## src/rtl/sft_pkg.sv

```systemverilog
package sft_pkg;

  typedef struct packed {
    logic wide;
    logic par_en;
    logic par_odd;
    logic lin_en;
  } sft_cfg_t;

  function automatic int sft_max(input int a, input int b);
    return (a > b) ? a : b;
  endfunction

endpackage

```

## src/rtl/sft_hold.sv

```systemverilog
module sft_hold #(
  parameter int DATA_W = 9
) (
  input  logic              clk,
  input  logic              rst,
  input  logic              wr_valid,
  input  logic [DATA_W-1:0] wr_data,
  input  logic              take,
  output logic              full,
  output logic [DATA_W-1:0] word
);

  always_ff @(posedge clk) begin
    if (rst) begin
      full <= 1'b0;
      word <= '0;
    end else if (take) begin
      full <= 1'b0;
    end else if (wr_valid && !full) begin
      full <= 1'b1;
      word <= wr_data;
    end
  end

endmodule

```

## src/rtl/sft_framer.sv

```systemverilog
module sft_framer #(
  parameter int DATA_W    = 9,
  parameter int BRK_ZEROS = 13,
  parameter int FW        = 14,
  parameter int LW        = 4
) (
  input  logic              [DATA_W-1:0] data,
  input  sft_pkg::sft_cfg_t              cfg,
  input  logic                           sel_brk,
  output logic              [FW-1:0]     frame,
  output logic              [LW-1:0]     flen
);

  int   nslots;
  logic par_b;

  always_comb begin
    nslots = (cfg.wide && !cfg.lin_en) ? DATA_W : DATA_W - 1;
    par_b  = cfg.par_odd;
    for (int i = 0; i < DATA_W; i++) begin
      if (i < nslots - 1) par_b = par_b ^ data[i];
    end
    frame = '1;
    if (sel_brk) begin
      for (int i = 0; i < FW; i++) begin
        if (i < BRK_ZEROS) frame[i] = 1'b0;
      end
      flen = LW'(BRK_ZEROS + 1);
    end else begin
      frame[0] = 1'b0;
      for (int i = 0; i < DATA_W; i++) begin
        if (i < nslots)
          frame[i+1] = (cfg.par_en && (i == nslots - 1)) ? par_b : data[i];
      end
      flen = LW'(nslots + 2);
    end
  end

endmodule

```

## src/rtl/sft_shifter.sv

```systemverilog
module sft_shifter #(
  parameter int FW = 14,
  parameter int LW = 4
) (
  input  logic          clk,
  input  logic          rst,
  input  logic          tick,
  input  logic          have_work,
  input  logic [FW-1:0] frame,
  input  logic [LW-1:0] flen,
  output logic          take,
  output logic          tx,
  output logic          busy
);

  logic [FW-1:0] sr;
  logic [LW-1:0] left;
  logic          more;

  assign more = busy && (left > LW'(1));
  assign take = tick && !more && have_work;

  always_ff @(posedge clk) begin
    if (rst) begin
      tx   <= 1'b1;
      busy <= 1'b0;
      sr   <= '1;
      left <= '0;
    end else if (tick) begin
      if (more) begin
        tx   <= sr[1];
        sr   <= {1'b1, sr[FW-1:1]};
        left <= left - LW'(1);
      end else if (have_work) begin
        tx   <= frame[0];
        sr   <= frame;
        left <= flen;
        busy <= 1'b1;
      end else begin
        tx   <= 1'b1;
        busy <= 1'b0;
      end
    end
  end

endmodule

```

## src/rtl/serial_frame_tx.sv

```systemverilog
module serial_frame_tx #(
  parameter int DATA_W    = 9,
  parameter int BRK_ZEROS = 13
) (
  input  logic              clk,
  input  logic              rst,
  input  logic              baud_tick,
  input  logic              cfg_wide,
  input  logic              cfg_par_en,
  input  logic              cfg_par_odd,
  input  logic              cfg_lin_en,
  input  logic              brk_req,
  input  logic              wr_valid,
  input  logic [DATA_W-1:0] wr_data,
  output logic              wr_ready,
  output logic              tx,
  output logic              busy
);

  localparam int FW = sft_pkg::sft_max(DATA_W + 2, BRK_ZEROS + 1);
  localparam int LW = $clog2(FW + 1);

  sft_pkg::sft_cfg_t cfg;
  logic              full, brk_pend, take;
  logic [DATA_W-1:0] word;
  logic [FW-1:0]     frame;
  logic [LW-1:0]     flen;

  assign cfg      = '{wide: cfg_wide, par_en: cfg_par_en,
                      par_odd: cfg_par_odd, lin_en: cfg_lin_en};
  assign wr_ready = !full;

  always_ff @(posedge clk) begin
    if (rst) brk_pend <= 1'b0;
    else     brk_pend <= (brk_pend && !take) || (brk_req && cfg_lin_en);
  end

  sft_hold #(.DATA_W(DATA_W)) u_hold (
    .clk(clk), .rst(rst), .wr_valid(wr_valid), .wr_data(wr_data),
    .take(take && !brk_pend), .full(full), .word(word)
  );

  sft_framer #(.DATA_W(DATA_W), .BRK_ZEROS(BRK_ZEROS), .FW(FW), .LW(LW)) u_framer (
    .data(word), .cfg(cfg), .sel_brk(brk_pend), .frame(frame), .flen(flen)
  );

  sft_shifter #(.FW(FW), .LW(LW)) u_shift (
    .clk(clk), .rst(rst), .tick(baud_tick), .have_work(full || brk_pend),
    .frame(frame), .flen(flen), .take(take), .tx(tx), .busy(busy)
  );

endmodule

```

## config.mk

```make
export PLATFORM = sky130hd
export DESIGN_NAME = serial_frame_tx
export DESIGN_NICKNAME = d
export VERILOG_FILES = /design/src/rtl/sft_pkg.sv /design/src/rtl/sft_hold.sv /design/src/rtl/sft_framer.sv /design/src/rtl/sft_shifter.sv /design/src/rtl/serial_frame_tx.sv
export SDC_FILE = /design/constraint.sdc
export NUM_CORES = 1
export LEC_CHECK = 0
export BUFFER_PORTS_ARGS = -buffer_cell sky130_fd_sc_hd__buf_2
export CAP_MARGIN = 20
export CORE_ASPECT_RATIO = 0.6
export CORE_MARGIN = 5
export CORE_UTILIZATION = 35
export CTS_CLUSTER_SIZE = 12
export DETAILED_ROUTE_END_ITERATION = 10
export PLACE_DENSITY_LB_ADDON = 0.12
export SLEW_MARGIN = 30
export SYNTH_ARGS = -nofsm -noshare
export SYNTH_HDL_FRONTEND = slang
export SYNTH_SLANG_ARGS = --single-unit
```

## constraint.sdc

```tcl
create_clock -name clk -period 1.8 [get_ports clk]
set_clock_uncertainty 0.1 [all_clocks]
set_input_delay 0.09 -clock clk [delete_from_list [all_inputs] [get_ports clk]]
set_output_delay 0.09 -clock clk [all_outputs]
set_load 0.05 [all_outputs]
```

==> impl_metrics.xml, run 1 <==
<?xml version="1.0" encoding="UTF-8"?>
<metrics>
  <group name="power_and_ir_drop">
    <metric name="total_switching_power" unit="uW">492</metric>
    <metric name="power.clock.fraction" unit="%">32.3</metric>
    <metric name="vdd_drop_max" unit="uV">407</metric>
    <metric name="part_of_the_total_power_dissipated_in_sequential_elements" unit="%">44.5</metric>
    <metric name="pwr_density_cell" unit="mW/mm2">887</metric>
    <metric name="switching_share" unit="%">29.4</metric>
    <metric name="power.static_leakage" unit="nW">0.719</metric>
    <metric name="comb_power_share" unit="%">23.3</metric>
    <metric name="internal-power" unit="mW">1.18</metric>
  </group>
  <group name="route">
    <metric name="drt_pass_1_iters" unit="">4</metric>
    <metric name="drt_iter0_markers" unit="">56</metric>
    <metric name="drt_drc_violations_left" unit="">0</metric>
    <metric name="post_drt_via_cell_ratio" unit="">5.31</metric>
    <metric name="wl" unit="um">3860</metric>
    <metric name="final_antenna_net_count" unit="">0</metric>
    <metric name="num_vias" unit="">1402</metric>
    <metric name="avgRoutedWirePerCell" unit="um">14.6</metric>
  </group>
  <group name="synth">
    <metric name="synth_top_area_share" unit="%">39.9</metric>
    <metric name="synth.yosys.warnings" unit="">0</metric>
    <metric name="post_synth_instance_area" unit="mm2">0.00145</metric>
    <metric name="synth.net_count" unit="">194</metric>
    <metric name="synth.distinct_cells" unit="">37</metric>
    <metric name="seq_area_frac_synth" unit="%">39.9</metric>
    <metric name="postSynthCellCount" unit="">174</metric>
    <metric name="synth_top_cells_by_area" unit="">dfxtp_1 40%, a21oi_1 9.0%, nand2_1 7.5%</metric>
    <metric name="synth.largest_area_cell" unit="">dfxtp_1</metric>
    <metric name="ys_ff_latch" unit="">29</metric>
    <metric name="synth_area_per_cell" unit="um2">8.36</metric>
  </group>
  <group name="global_route">
    <metric name="grt_util_met1" unit="%">18.9</metric>
    <metric name="met3_global_route_usage" unit="%">5.79</metric>
    <metric name="first_global_vias" unit="">1352</metric>
    <metric name="busiest_layer" unit="">met2</metric>
    <metric name="number_of_antenna_violations_at_the_first_check_in_global_routing" unit="">0</metric>
    <metric name="grt_first_pass_wirelength" unit="um">6380</metric>
    <metric name="gr-usage-met2" unit="%">22.9</metric>
    <metric name="global_route_total_usage_across_every_layer" unit="%">15.1</metric>
    <metric name="grt_max_degree" unit="">31</metric>
    <metric name="overflow" unit="">0</metric>
  </group>
  <group name="clock_network">
    <metric name="cts.path.max_buffers" unit="">2</metric>
    <metric name="cts_tree" unit="">built</metric>
    <metric name="clk_pin_slew" unit="ps">70</metric>
    <metric name="cts_made_buffers" unit="">5</metric>
    <metric name="clk_latency" unit="ps">280</metric>
    <metric name="cts_num_sinks" unit="">29</metric>
    <metric name="clock-root-buffer" unit="">clkbuf_8</metric>
    <metric name="h-tree-depth" unit="">2</metric>
  </group>
  <group name="floorplanning">
    <metric name="fp.coreArea" unit="mm2">0.00405</metric>
    <metric name="initial_core_util" unit="%">35.9</metric>
    <metric name="floorplan.die_area" unit="mm2">0.00559</metric>
    <metric name="rows" unit="">18</metric>
    <metric name="chipHeight" unit="um">59.9</metric>
    <metric name="die-width" unit="um">93.2</metric>
    <metric name="io-pin-count" unit="">21</metric>
  </group>
  <group name="worst_setup_path">
    <metric name="timing_worst_setup_path_type" unit="">flip-flop to flip-flop</metric>
    <metric name="crit_path_end_kind" unit="">flip-flop</metric>
    <metric name="timing.critical_path.arrival" unit="ps">1830</metric>
    <metric name="critPathLaunchType" unit="">flip-flop</metric>
    <metric name="data_required_time_at_the_worst_endpoint" unit="ps">1860</metric>
    <metric name="path_max_fanout" unit="">12</metric>
  </group>
  <group name="timing">
    <metric name="finalSetupViolCount" unit="">0</metric>
    <metric name="setup-tns-final" unit="ps">0</metric>
    <metric name="timing_hold_violations_final" unit="">0</metric>
    <metric name="holdWs" unit="ps">32.9</metric>
    <metric name="achievable-frequency" unit="MHz">567</metric>
    <metric name="period_minus_slack" unit="ps">1770</metric>
    <metric name="period_share" unit="%">98.1</metric>
    <metric name="grt_setup_unrepaired" unit="">true</metric>
    <metric name="worst_slew_pin_slew" unit="ps">592</metric>
    <metric name="maxSlewHeadroom" unit="%">60.6</metric>
    <metric name="number_of_slew_limit_violations_in_the_final_report" unit="">0</metric>
  </group>
  <group name="placed_design">
    <metric name="placedInstanceArea" unit="mm2">0.00163</metric>
    <metric name="dp.cells" unit="">243</metric>
    <metric name="gp_routability_congestion" unit="">0.887</metric>
    <metric name="detailed_place_hpwl" unit="um">2510</metric>
    <metric name="placement.io_buffers" unit="">20</metric>
  </group>
  <group name="layout">
    <metric name="final_layout_size_suffix_gt1_share" unit="%">23.8</metric>
    <metric name="n_antenna_cell" unit="">0</metric>
    <metric name="fill_cells" unit="">401</metric>
    <metric name="multi_input_comb_area" unit="um2">846</metric>
    <metric name="finish.net_count" unit="">234</metric>
    <metric name="number_of_cells_in_the_finished_layout_apart_from_fillers" unit="">264</metric>
    <metric name="layout.cells.most_common_list" unit="">29 x nand2_1, 27 x dfxtp_1, 26 x a21oi_1</metric>
    <metric name="final-seq-area" unit="um2">583</metric>
    <metric name="layout.cells.most_common" unit="">nand2_1</metric>
    <metric name="final_instance_area" unit="mm2">0.00189</metric>
    <metric name="areaGrowthSynthToFinish" unit="%">29.9</metric>
  </group>
  <group name="worst_hold_path">
    <metric name="worst_hold_path_type" unit="">input port to flip-flop</metric>
  </group>
  <group name="flow_run">
    <metric name="max_cap_viol_count" unit="">0</metric>
  </group>
  <group name="outcome">
    <metric name="run_status" unit="">finished clean</metric>
  </group>
</metrics>
## per-layer routing
layer  vias up  part of all wire [%]
met5         -                     0
met4         0                   1.8
met3        10                   5.6
met2        40                    44
met1       653                    48
li1        699                     -
## cell usage after synthesis (all sizes together)
library cell,count
dfxtp,29
nand2,29
a21oi,26
a211o,10
nor2,10
o21ai,8
nand3b,7
xnor2,7
buf,6
inv,5
a211oi,4
clkbuf,4
nor2b,4
nand3,3
nor3,3
a21o,2
a311oi,2
ha,2
nand2b,2
o31ai,2
a221oi,1
a22oi,1
a31oi,1
and2,1
nand4,1
o21bai,1
o311ai,1
o31a,1
xor2,1
## worst paths after layout
check | startpoint | slack [ps] | cells past startpoint | to
worst max-delay path | u_shift.left[1]$_SDFFE_PP0P_ | 30 | 7 | u_shift.sr[11]$_SDFFE_PP1P_
worst min-delay path | cfg_par_en | 30 | 3 | u_shift.sr[8]$_SDFFE_PP1P_
worst max register to register | u_shift.left[1]$_SDFFE_PP0P_ | 30 | 7 | u_shift.sr[11]$_SDFFE_PP1P_
worst min register to register | u_shift.sr[12]$_SDFFE_PP1P_ | 360 | 1 | u_shift.sr[12]$_SDFFE_PP1P_
## cells by family after synthesis
group | count (synthesis) | share of synthesized area, %
fa+ha+maj | 2 | 1.72
flops | 29 | 39.9
buf+inv | 15 | 5.34
xor+xnor | 8 | 5.34
simple gates | 60 | 19.5
compound gates | 60 | 28.1
## worst max-delay path: stages, from the launching register on
cell	delay [ps]
dfxtp_1	340
inv_2	100
ha_4	150
nor2_4	40
o31ai_4	310
buf_4	250
a211oi_1	90
a211o_1	270
## power groups by stage
stage / sequential (mW) / clock [mW] / combinational, mW
floorplan: 0.760 / 0 / 0.245
global placement: 0.754 / 0 / 0.335
detailed placement: 0.757 / 0 / 0.342
CTS: 0.745 / 0.556 / 0.383
global route: 0.752 / 0.592 / 0.427
finish: 0.745 / 0.541 / 0.390
## final cells by class
| cell class | instances | share of cell area, % |
|---|---|---|
| clock buffer | 7 | 4.57 |
| inverter | 5 | 0.993 |
| multi-input combinational | 131 | 44.8 |
| sequential | 29 | 30.9 |
| tap | 50 | 3.31 |
| timing repair buffer | 42 | 15.5 |
## stage by stage
step / setup WS [ps] / power [mW] / utilization, %
2_1_floorplan: 27.7 / 1.00 / -
5_1_grt: -41.8 / 1.77 / 46.6
4_1_cts: 27.7 / 1.68 / 46.3
3_3_place_gp: 32.4 / 1.09 / 40.1
3_5_place_dp: -32.9 / 1.10 / 40.1
6_report: 34.9 / 1.68 / 46.6
## sequential cells by signal, indices dropped and copies added (netlist names)
| name | cells |
|---|---|
| brk_pend | 1 |
| u_hold.full | 1 |
| u_hold.word | 9 |
| u_shift.busy | 1 |
| u_shift.left | 4 |
| u_shift.sr | 12 |
| u_shift.tx | 1 |
## what timing repair did
item,4_1_cts,5_1_grt
pin swaps,1,1
buffers inserted,1,1
endpoints found under the hold margin,10,0
cloned,1,0
endpoints found under the setup margin,7,14
gates resized for setup,9,2
hold buffers,11,0
Power figures use the tool's default switching activity.
==> inputs of run 2 (changes only) <==
- PLACE_DENSITY: default -> 0.58
- PLACE_DENSITY_LB_ADDON: 0.12 -> default
==> impl_metrics.xml, run 2 (synthesized netlist as in run 1, its figures left out) <==
<?xml version="1.0" encoding="UTF-8"?>
<metrics>
  <group name="route">
    <metric name="drt_pass_1_iters" unit="">4</metric>
    <metric name="final_antenna_net_count" unit="">0</metric>
    <metric name="wl" unit="um">3770</metric>
    <metric name="drt_drc_violations_left" unit="">0</metric>
    <metric name="post_drt_via_cell_ratio" unit="">5.16</metric>
    <metric name="drt_iter0_markers" unit="">42</metric>
    <metric name="avgRoutedWirePerCell" unit="um">14.2</metric>
    <metric name="num_vias" unit="">1367</metric>
  </group>
  <group name="placed_design">
    <metric name="gp_routability_congestion" unit="">0.808</metric>
    <metric name="detailed_place_hpwl" unit="um">2400</metric>
    <metric name="placement.io_buffers" unit="">20</metric>
  </group>
  <group name="worst_setup_path">
    <metric name="cp_cell_sequence" unit="">inv_4, ha_4, nor2_4, o31ai_4, a21o_4, a211oi_1, a211o_1</metric>
    <metric name="timing_worst_setup_path_type" unit="">flip-flop to flip-flop</metric>
    <metric name="timing.critical_path.arrival" unit="ps">1790</metric>
    <metric name="data_required_time_at_the_worst_endpoint" unit="ps">1870</metric>
    <metric name="crit-reg2reg-launch" unit="">u_shift.left[0]$_SDFFE_PP0P_</metric>
    <metric name="crit_path_end_kind" unit="">flip-flop</metric>
    <metric name="worst-path-stages" unit="">7</metric>
    <metric name="path_max_fanout" unit="">11</metric>
    <metric name="r2r_slack" unit="ps">80</metric>
    <metric name="cp_slowest_cell" unit="">dfxtp_4</metric>
    <metric name="crit_path_max_incr_delay" unit="ps">370</metric>
    <metric name="cp-startpoint" unit="">u_shift.left[0]$_SDFFE_PP0P_</metric>
    <metric name="critPathBufInv" unit="">1</metric>
    <metric name="endpoint" unit="">u_shift.sr[11]$_SDFFE_PP1P_</metric>
    <metric name="r2r_cells" unit="">7</metric>
    <metric name="crit_family" unit="">compound AO/OA/AOI/OAI gates</metric>
    <metric name="critPathLaunchType" unit="">flip-flop</metric>
    <metric name="worst_r2r_endpoint" unit="">u_shift.sr[11]$_SDFFE_PP1P_</metric>
  </group>
  <group name="timing">
    <metric name="grt_setup_unrepaired" unit="">true</metric>
    <metric name="holdWs" unit="ps">45.6</metric>
    <metric name="number_of_slew_limit_violations_in_the_final_report" unit="">0</metric>
    <metric name="timing_hold_violations_final" unit="">0</metric>
    <metric name="period_minus_slack" unit="ps">1720</metric>
    <metric name="maxSlewHeadroom" unit="%">59.7</metric>
    <metric name="finalSetupViolCount" unit="">0</metric>
    <metric name="period_share" unit="%">95.6</metric>
    <metric name="achievable-frequency" unit="MHz">581</metric>
    <metric name="worst_slew_pin_slew" unit="ps">605</metric>
  </group>
  <group name="layout">
    <metric name="most_flops_register" unit="">u_shift.sr</metric>
    <metric name="finish.net_count" unit="">234</metric>
    <metric name="areaGrowthSynthToFinish" unit="%">31.8</metric>
    <metric name="layout.cells.most_common_list" unit="">29 x nand2_1, 26 x dfxtp_1, 24 x a21oi_1</metric>
    <metric name="layout.cells.most_common" unit="">nand2_1</metric>
    <metric name="reg_top3" unit="">u_shift.sr (12), u_hold.word (9), u_shift.left (4)</metric>
    <metric name="final_layout_size_suffix_gt1_share" unit="%">26.0</metric>
    <metric name="max_reg_flops" unit="">12</metric>
    <metric name="n_antenna_cell" unit="">0</metric>
  </group>
  <group name="clock_network">
    <metric name="cts_num_sinks" unit="">29</metric>
    <metric name="clock-root-buffer" unit="">clkbuf_8</metric>
    <metric name="clk_latency" unit="ps">280</metric>
    <metric name="cts.path.max_buffers" unit="">2</metric>
    <metric name="cts_tree" unit="">built</metric>
    <metric name="cts_made_buffers" unit="">5</metric>
    <metric name="h-tree-depth" unit="">2</metric>
    <metric name="clk_pin_slew" unit="ps">60</metric>
  </group>
  <group name="floorplanning">
    <metric name="fp.coreArea" unit="mm2">0.00405</metric>
    <metric name="die-width" unit="um">93.2</metric>
    <metric name="rows" unit="">18</metric>
    <metric name="floorplan.die_area" unit="mm2">0.00559</metric>
    <metric name="io-pin-count" unit="">21</metric>
    <metric name="chipHeight" unit="um">59.9</metric>
    <metric name="initial_core_util" unit="%">35.9</metric>
  </group>
  <group name="global_route">
    <metric name="number_of_antenna_violations_at_the_first_check_in_global_routing" unit="">0</metric>
    <metric name="overflow" unit="">0</metric>
    <metric name="grt_max_degree" unit="">31</metric>
    <metric name="global_route_total_usage_across_every_layer" unit="%">14.2</metric>
    <metric name="grt_first_pass_wirelength" unit="um">5980</metric>
    <metric name="first_global_vias" unit="">1200</metric>
  </group>
  <group name="flow_run">
    <metric name="max_cap_viol_count" unit="">0</metric>
  </group>
  <group name="outcome">
    <metric name="run_status" unit="">finished clean</metric>
  </group>
  <group name="power_and_ir_drop">
    <metric name="total_power" unit="mW">1.66</metric>
    <metric name="vdd_drop_max" unit="uV">396</metric>
    <metric name="power.static_leakage" unit="nW">0.728</metric>
    <metric name="pwr_density_cell" unit="mW/mm2">864</metric>
  </group>
  <group name="worst_hold_path">
    <metric name="worst_hold_path_type" unit="">input port to flip-flop</metric>
  </group>
</metrics>
[run 2: repair_timing]
action,4_1_cts,5_1_grt
endpoints found under the setup margin,15,16
hold buffers,11,0
gates resized for setup,10,10
buffers inserted,0,1
pin swaps,1,7
hold endpoints to repair,10,0
gates cloned,0,1
[run 2: report_power, final]
group / internal, mW / switching (mW) / total, mW / leakage (nW)
Clock: 0.267 / 0.244 / 0.511 / 0.0450
Sequential: 0.698 / 0.0463 / 0.744 / 0.240
Combinational: 0.190 / 0.210 / 0.400 / 0.443
[run 2: worst min-delay path by stage]
stage | startpoint | endpoint | cells after the start
2_1_floorplan | wr_data[8] | u_hold.word[8]$_SDFFE_PP0P_ | 2
3_3_place_gp | wr_data[2] | u_hold.word[2]$_SDFFE_PP0P_ | 3
3_5_place_dp | wr_data[5] | u_hold.word[5]$_SDFFE_PP0P_ | 3
4_1_cts | cfg_par_en | u_shift.sr[8]$_SDFFE_PP1P_ | 3
5_1_grt | cfg_par_en | u_shift.sr[8]$_SDFFE_PP1P_ | 3
6_report | cfg_par_en | u_shift.sr[8]$_SDFFE_PP1P_ | 3
[run 2: final cells by class]
class | instances | area [um2]
multi-input cells | 131 | 856
repair buffers | 42 | 304
well taps | 50 | 62.6
inverters | 5 | 23.8
clock inverters | 2 | 10.0
fillers | 416 | 2140
flip-flops and latches | 29 | 587
clock buffers | 6 | 72.6
[run 2: per-stage QoR]
step | worst slack (ps) | instances | TNS (ps) | util [%] | instance area, um2
after floorplan | 27.7 | 174 | 0 | - | 1460
after global placement | 11.0 | 244 | 0 | 40.3 | 1630
after detailed placement | -29.3 | 244 | -160 | 40.3 | 1630
after CTS | 21.6 | 263 | 0 | 45.9 | 1860
after global routing | -10.1 | 265 | -10.1 | 47.3 | 1920
final | 79.3 | 265 | 0 | 47.3 | 1920
[run 2: metal layers]
metal  wire [um]  up-vias  track usage, %
li1            -      703               -
met5           0        -               0
met2        1450       42            19.7
met4          35        0            5.64
met1        2000      617            19.9
met3         284        5            5.03
[run 2: worst reg2reg max path: cells and delay by family (launching register included)]
family,cells,cell delay [ps]
AOI/OAI and AO/OA,4,900
adders and majority gates,1,140
buffers and inverters,1,70
DFF,1,370
and+or+nand+nor,1,40
==> inputs of run 3 (changes only) <==
- BUFFER_PORTS_ARGS: -buffer_cell sky130_fd_sc_hd__buf_2 -> -buffer_cell sky130_fd_sc_hd__buf_4
- CORE_MARGIN: 5 -> default
- PLACE_DENSITY: 0.58 -> 0.56
- clock period: 1.8 -> 2.2 ns (I/O delays scaled with it)
==> impl_metrics.xml, run 3 (synthesized netlist as in run 1, its figures left out) <==
<?xml version="1.0" encoding="UTF-8"?>
<metrics>
  <group name="timing">
    <metric name="timing_hold_violations_final" unit="">1</metric>
    <metric name="finalSetupViolCount" unit="">0</metric>
    <metric name="worst_slew_pin_slew" unit="ps">606</metric>
    <metric name="holdWs" unit="ps">-3.85</metric>
    <metric name="setup-tns-final" unit="ps">0</metric>
    <metric name="achievable-frequency" unit="MHz">506</metric>
    <metric name="number_of_slew_limit_violations_in_the_final_report" unit="">0</metric>
    <metric name="period_minus_slack" unit="ps">1980</metric>
    <metric name="grt_setup_unrepaired" unit="">false</metric>
    <metric name="period_share" unit="%">89.8</metric>
    <metric name="maxSlewHeadroom" unit="%">59.5</metric>
    <metric name="finalWorstSetupSlack" unit="ps">224</metric>
  </group>
  <group name="layout">
    <metric name="finish.net_count" unit="">225</metric>
    <metric name="final-seq-area" unit="um2">581</metric>
    <metric name="n_antenna_cell" unit="">0</metric>
    <metric name="fill_cells" unit="">365</metric>
    <metric name="layout.cells.most_common_list" unit="">29 x nand2_1, 29 x dfxtp_1, 26 x a21oi_1</metric>
    <metric name="reg_top3" unit="">u_shift.sr (12), u_hold.word (9), u_shift.left (4)</metric>
    <metric name="final_instance_area" unit="mm2">0.00184</metric>
    <metric name="multi_input_comb_area" unit="um2">796</metric>
    <metric name="util_after_layout" unit="%">47.9</metric>
    <metric name="number_of_cells_in_the_finished_layout_apart_from_fillers" unit="">253</metric>
    <metric name="max_reg_flops" unit="">12</metric>
    <metric name="final_layout_size_suffix_gt1_share" unit="%">18.4</metric>
    <metric name="most_flops_register" unit="">u_shift.sr</metric>
    <metric name="areaGrowthSynthToFinish" unit="%">26.2</metric>
  </group>
  <group name="worst_setup_path">
    <metric name="worst_path_most_repeated_cell" unit="">nor2_2</metric>
    <metric name="crit_path_end_kind" unit="">flip-flop</metric>
    <metric name="cp_cell_sequence" unit="">inv_1, ha_1, nor2_2, o31a_1, nor2_2, a221oi_1, o21bai_1</metric>
    <metric name="critPathLaunchType" unit="">flip-flop</metric>
    <metric name="crit_path_max_incr_delay" unit="ps">370</metric>
    <metric name="path_max_fanout" unit="">8</metric>
    <metric name="critPathBufInv" unit="">1</metric>
    <metric name="timing.critical_path.arrival" unit="ps">2040</metric>
    <metric name="data_required_time_at_the_worst_endpoint" unit="ps">2260</metric>
    <metric name="crit_family" unit="">compound AO/OA/AOI/OAI gates</metric>
    <metric name="cp_slowest_cell" unit="">dfxtp_1</metric>
    <metric name="timing_worst_setup_path_type" unit="">flip-flop to flip-flop</metric>
  </group>
  <group name="placed_design">
    <metric name="dp.cells" unit="">235</metric>
    <metric name="preCtsSetupSlack" unit="ps">244</metric>
    <metric name="gp_routability_congestion" unit="">0.782</metric>
    <metric name="placement.io_buffers" unit="">20</metric>
    <metric name="placedInstanceArea" unit="mm2">0.00163</metric>
    <metric name="detailed_place_hpwl" unit="um">2480</metric>
  </group>
  <group name="worst_hold_path">
    <metric name="worst_hold_path_type" unit="">input port to flip-flop</metric>
  </group>
  <group name="route">
    <metric name="avgRoutedWirePerCell" unit="um">14.1</metric>
    <metric name="post_drt_via_cell_ratio" unit="">5.23</metric>
    <metric name="num_vias" unit="">1323</metric>
    <metric name="drt_iter0_markers" unit="">105</metric>
    <metric name="final_antenna_net_count" unit="">0</metric>
    <metric name="wl" unit="um">3570</metric>
    <metric name="drt_drc_violations_left" unit="">0</metric>
    <metric name="drt_pass_1_iters" unit="">4</metric>
  </group>
  <group name="clock_network">
    <metric name="clock-root-buffer" unit="">clkbuf_8</metric>
    <metric name="clk_latency" unit="ps">280</metric>
    <metric name="post-cts-setup-buffers" unit="">0</metric>
    <metric name="cts_tree" unit="">built</metric>
    <metric name="cts_resized" unit="">0</metric>
    <metric name="cts_num_sinks" unit="">29</metric>
    <metric name="h-tree-depth" unit="">2</metric>
    <metric name="cts_made_buffers" unit="">5</metric>
    <metric name="cts.path.max_buffers" unit="">2</metric>
    <metric name="clk_pin_slew" unit="ps">60</metric>
  </group>
  <group name="floorplanning">
    <metric name="floorplan.die_area" unit="mm2">0.00442</metric>
    <metric name="io-pin-count" unit="">21</metric>
    <metric name="chipHeight" unit="um">51.9</metric>
    <metric name="initial_core_util" unit="%">38.0</metric>
    <metric name="fp.coreArea" unit="mm2">0.00383</metric>
    <metric name="rows" unit="">17</metric>
    <metric name="die-width" unit="um">85.2</metric>
  </group>
  <group name="global_route">
    <metric name="global_route_total_usage_across_every_layer" unit="%">18.1</metric>
    <metric name="number_of_antenna_violations_at_the_first_check_in_global_routing" unit="">0</metric>
    <metric name="overflow" unit="">0</metric>
    <metric name="grt_first_pass_wirelength" unit="um">5980</metric>
    <metric name="grt_max_degree" unit="">31</metric>
    <metric name="first_global_vias" unit="">1261</metric>
  </group>
  <group name="flow_run">
    <metric name="max_cap_viol_count" unit="">0</metric>
  </group>
  <group name="outcome">
    <metric name="failed_checks" unit="">negative hold slack</metric>
    <metric name="run_status" unit="">complete, but fails checks</metric>
  </group>
  <group name="power_and_ir_drop">
    <metric name="total_power" unit="mW">1.39</metric>
    <metric name="pwr_density_cell" unit="mW/mm2">756</metric>
    <metric name="power.static_leakage" unit="nW">0.699</metric>
    <metric name="vdd_drop_max" unit="uV">349</metric>
  </group>
</metrics>
[run 3: cell types whose count changed in the layout (fill, tap and decap cells not counted), moves of 3 or more]
cell     before  now
dfxtp_1      26   29
buf_4         8   24
buf_6         3    0
buf_2        20    0
[run 3: worst register-to-register path, delay by kind of cell (launching register included)]
| family | cells | cell delay (ps) |
|---|---|---|
| buf+inv | 1 | 80 |
| fa+ha+maj | 1 | 250 |
| flops | 1 | 370 |
| compound gates | 3 | 770 |
| simple gates | 2 | 290 |
[run 3: final timing paths]
kind,to,start,cells past startpoint,slack (ps)
setup / recovery,u_shift.tx$_SDFFE_PP1P_,u_shift.left[0]$_SDFFE_PP0P_,7,220
hold / removal,brk_pend$_SDFF_PP0_,brk_req,3,-4
setup reg to reg,u_shift.tx$_SDFFE_PP1P_,u_shift.left[0]$_SDFFE_PP0P_,7,220
hold reg to reg,u_hold.word[8]$_SDFFE_PP0P_,u_hold.word[8]$_SDFFE_PP0P_,2,370
[run 3: final cells by class]
class | count | area share (%)
clock buffer | 7 | 5.25
clock inverter | 1 | 0.273
inverter | 5 | 1.02
multi-input combinational | 130 | 43.4
sequential | 29 | 31.6
tap | 47 | 3.20
timing repair buffer | 34 | 15.3
[run 3: report_power, final]
part           leakage (nW)  switching, mW  internal (mW)  total [mW]
logic                 0.406          0.156          0.138       0.293
registers             0.239         0.0399          0.570       0.610
clock network        0.0542          0.202          0.282       0.484
[run 3: what timing repair did]
action	4_1_cts	5_1_grt
endpoints found under the setup margin	0	0
hold buffers	10	0
hold endpoints to repair	10	0
[run 3: metal layers]
layer,GRT usage [%],vias up,part of all wire [%]
li1,-,677,-
met1,24.9,606,54
met2,25.9,35,40
met3,5.87,5,5.3
met4,7.06,0,0.79
met5,0,-,0
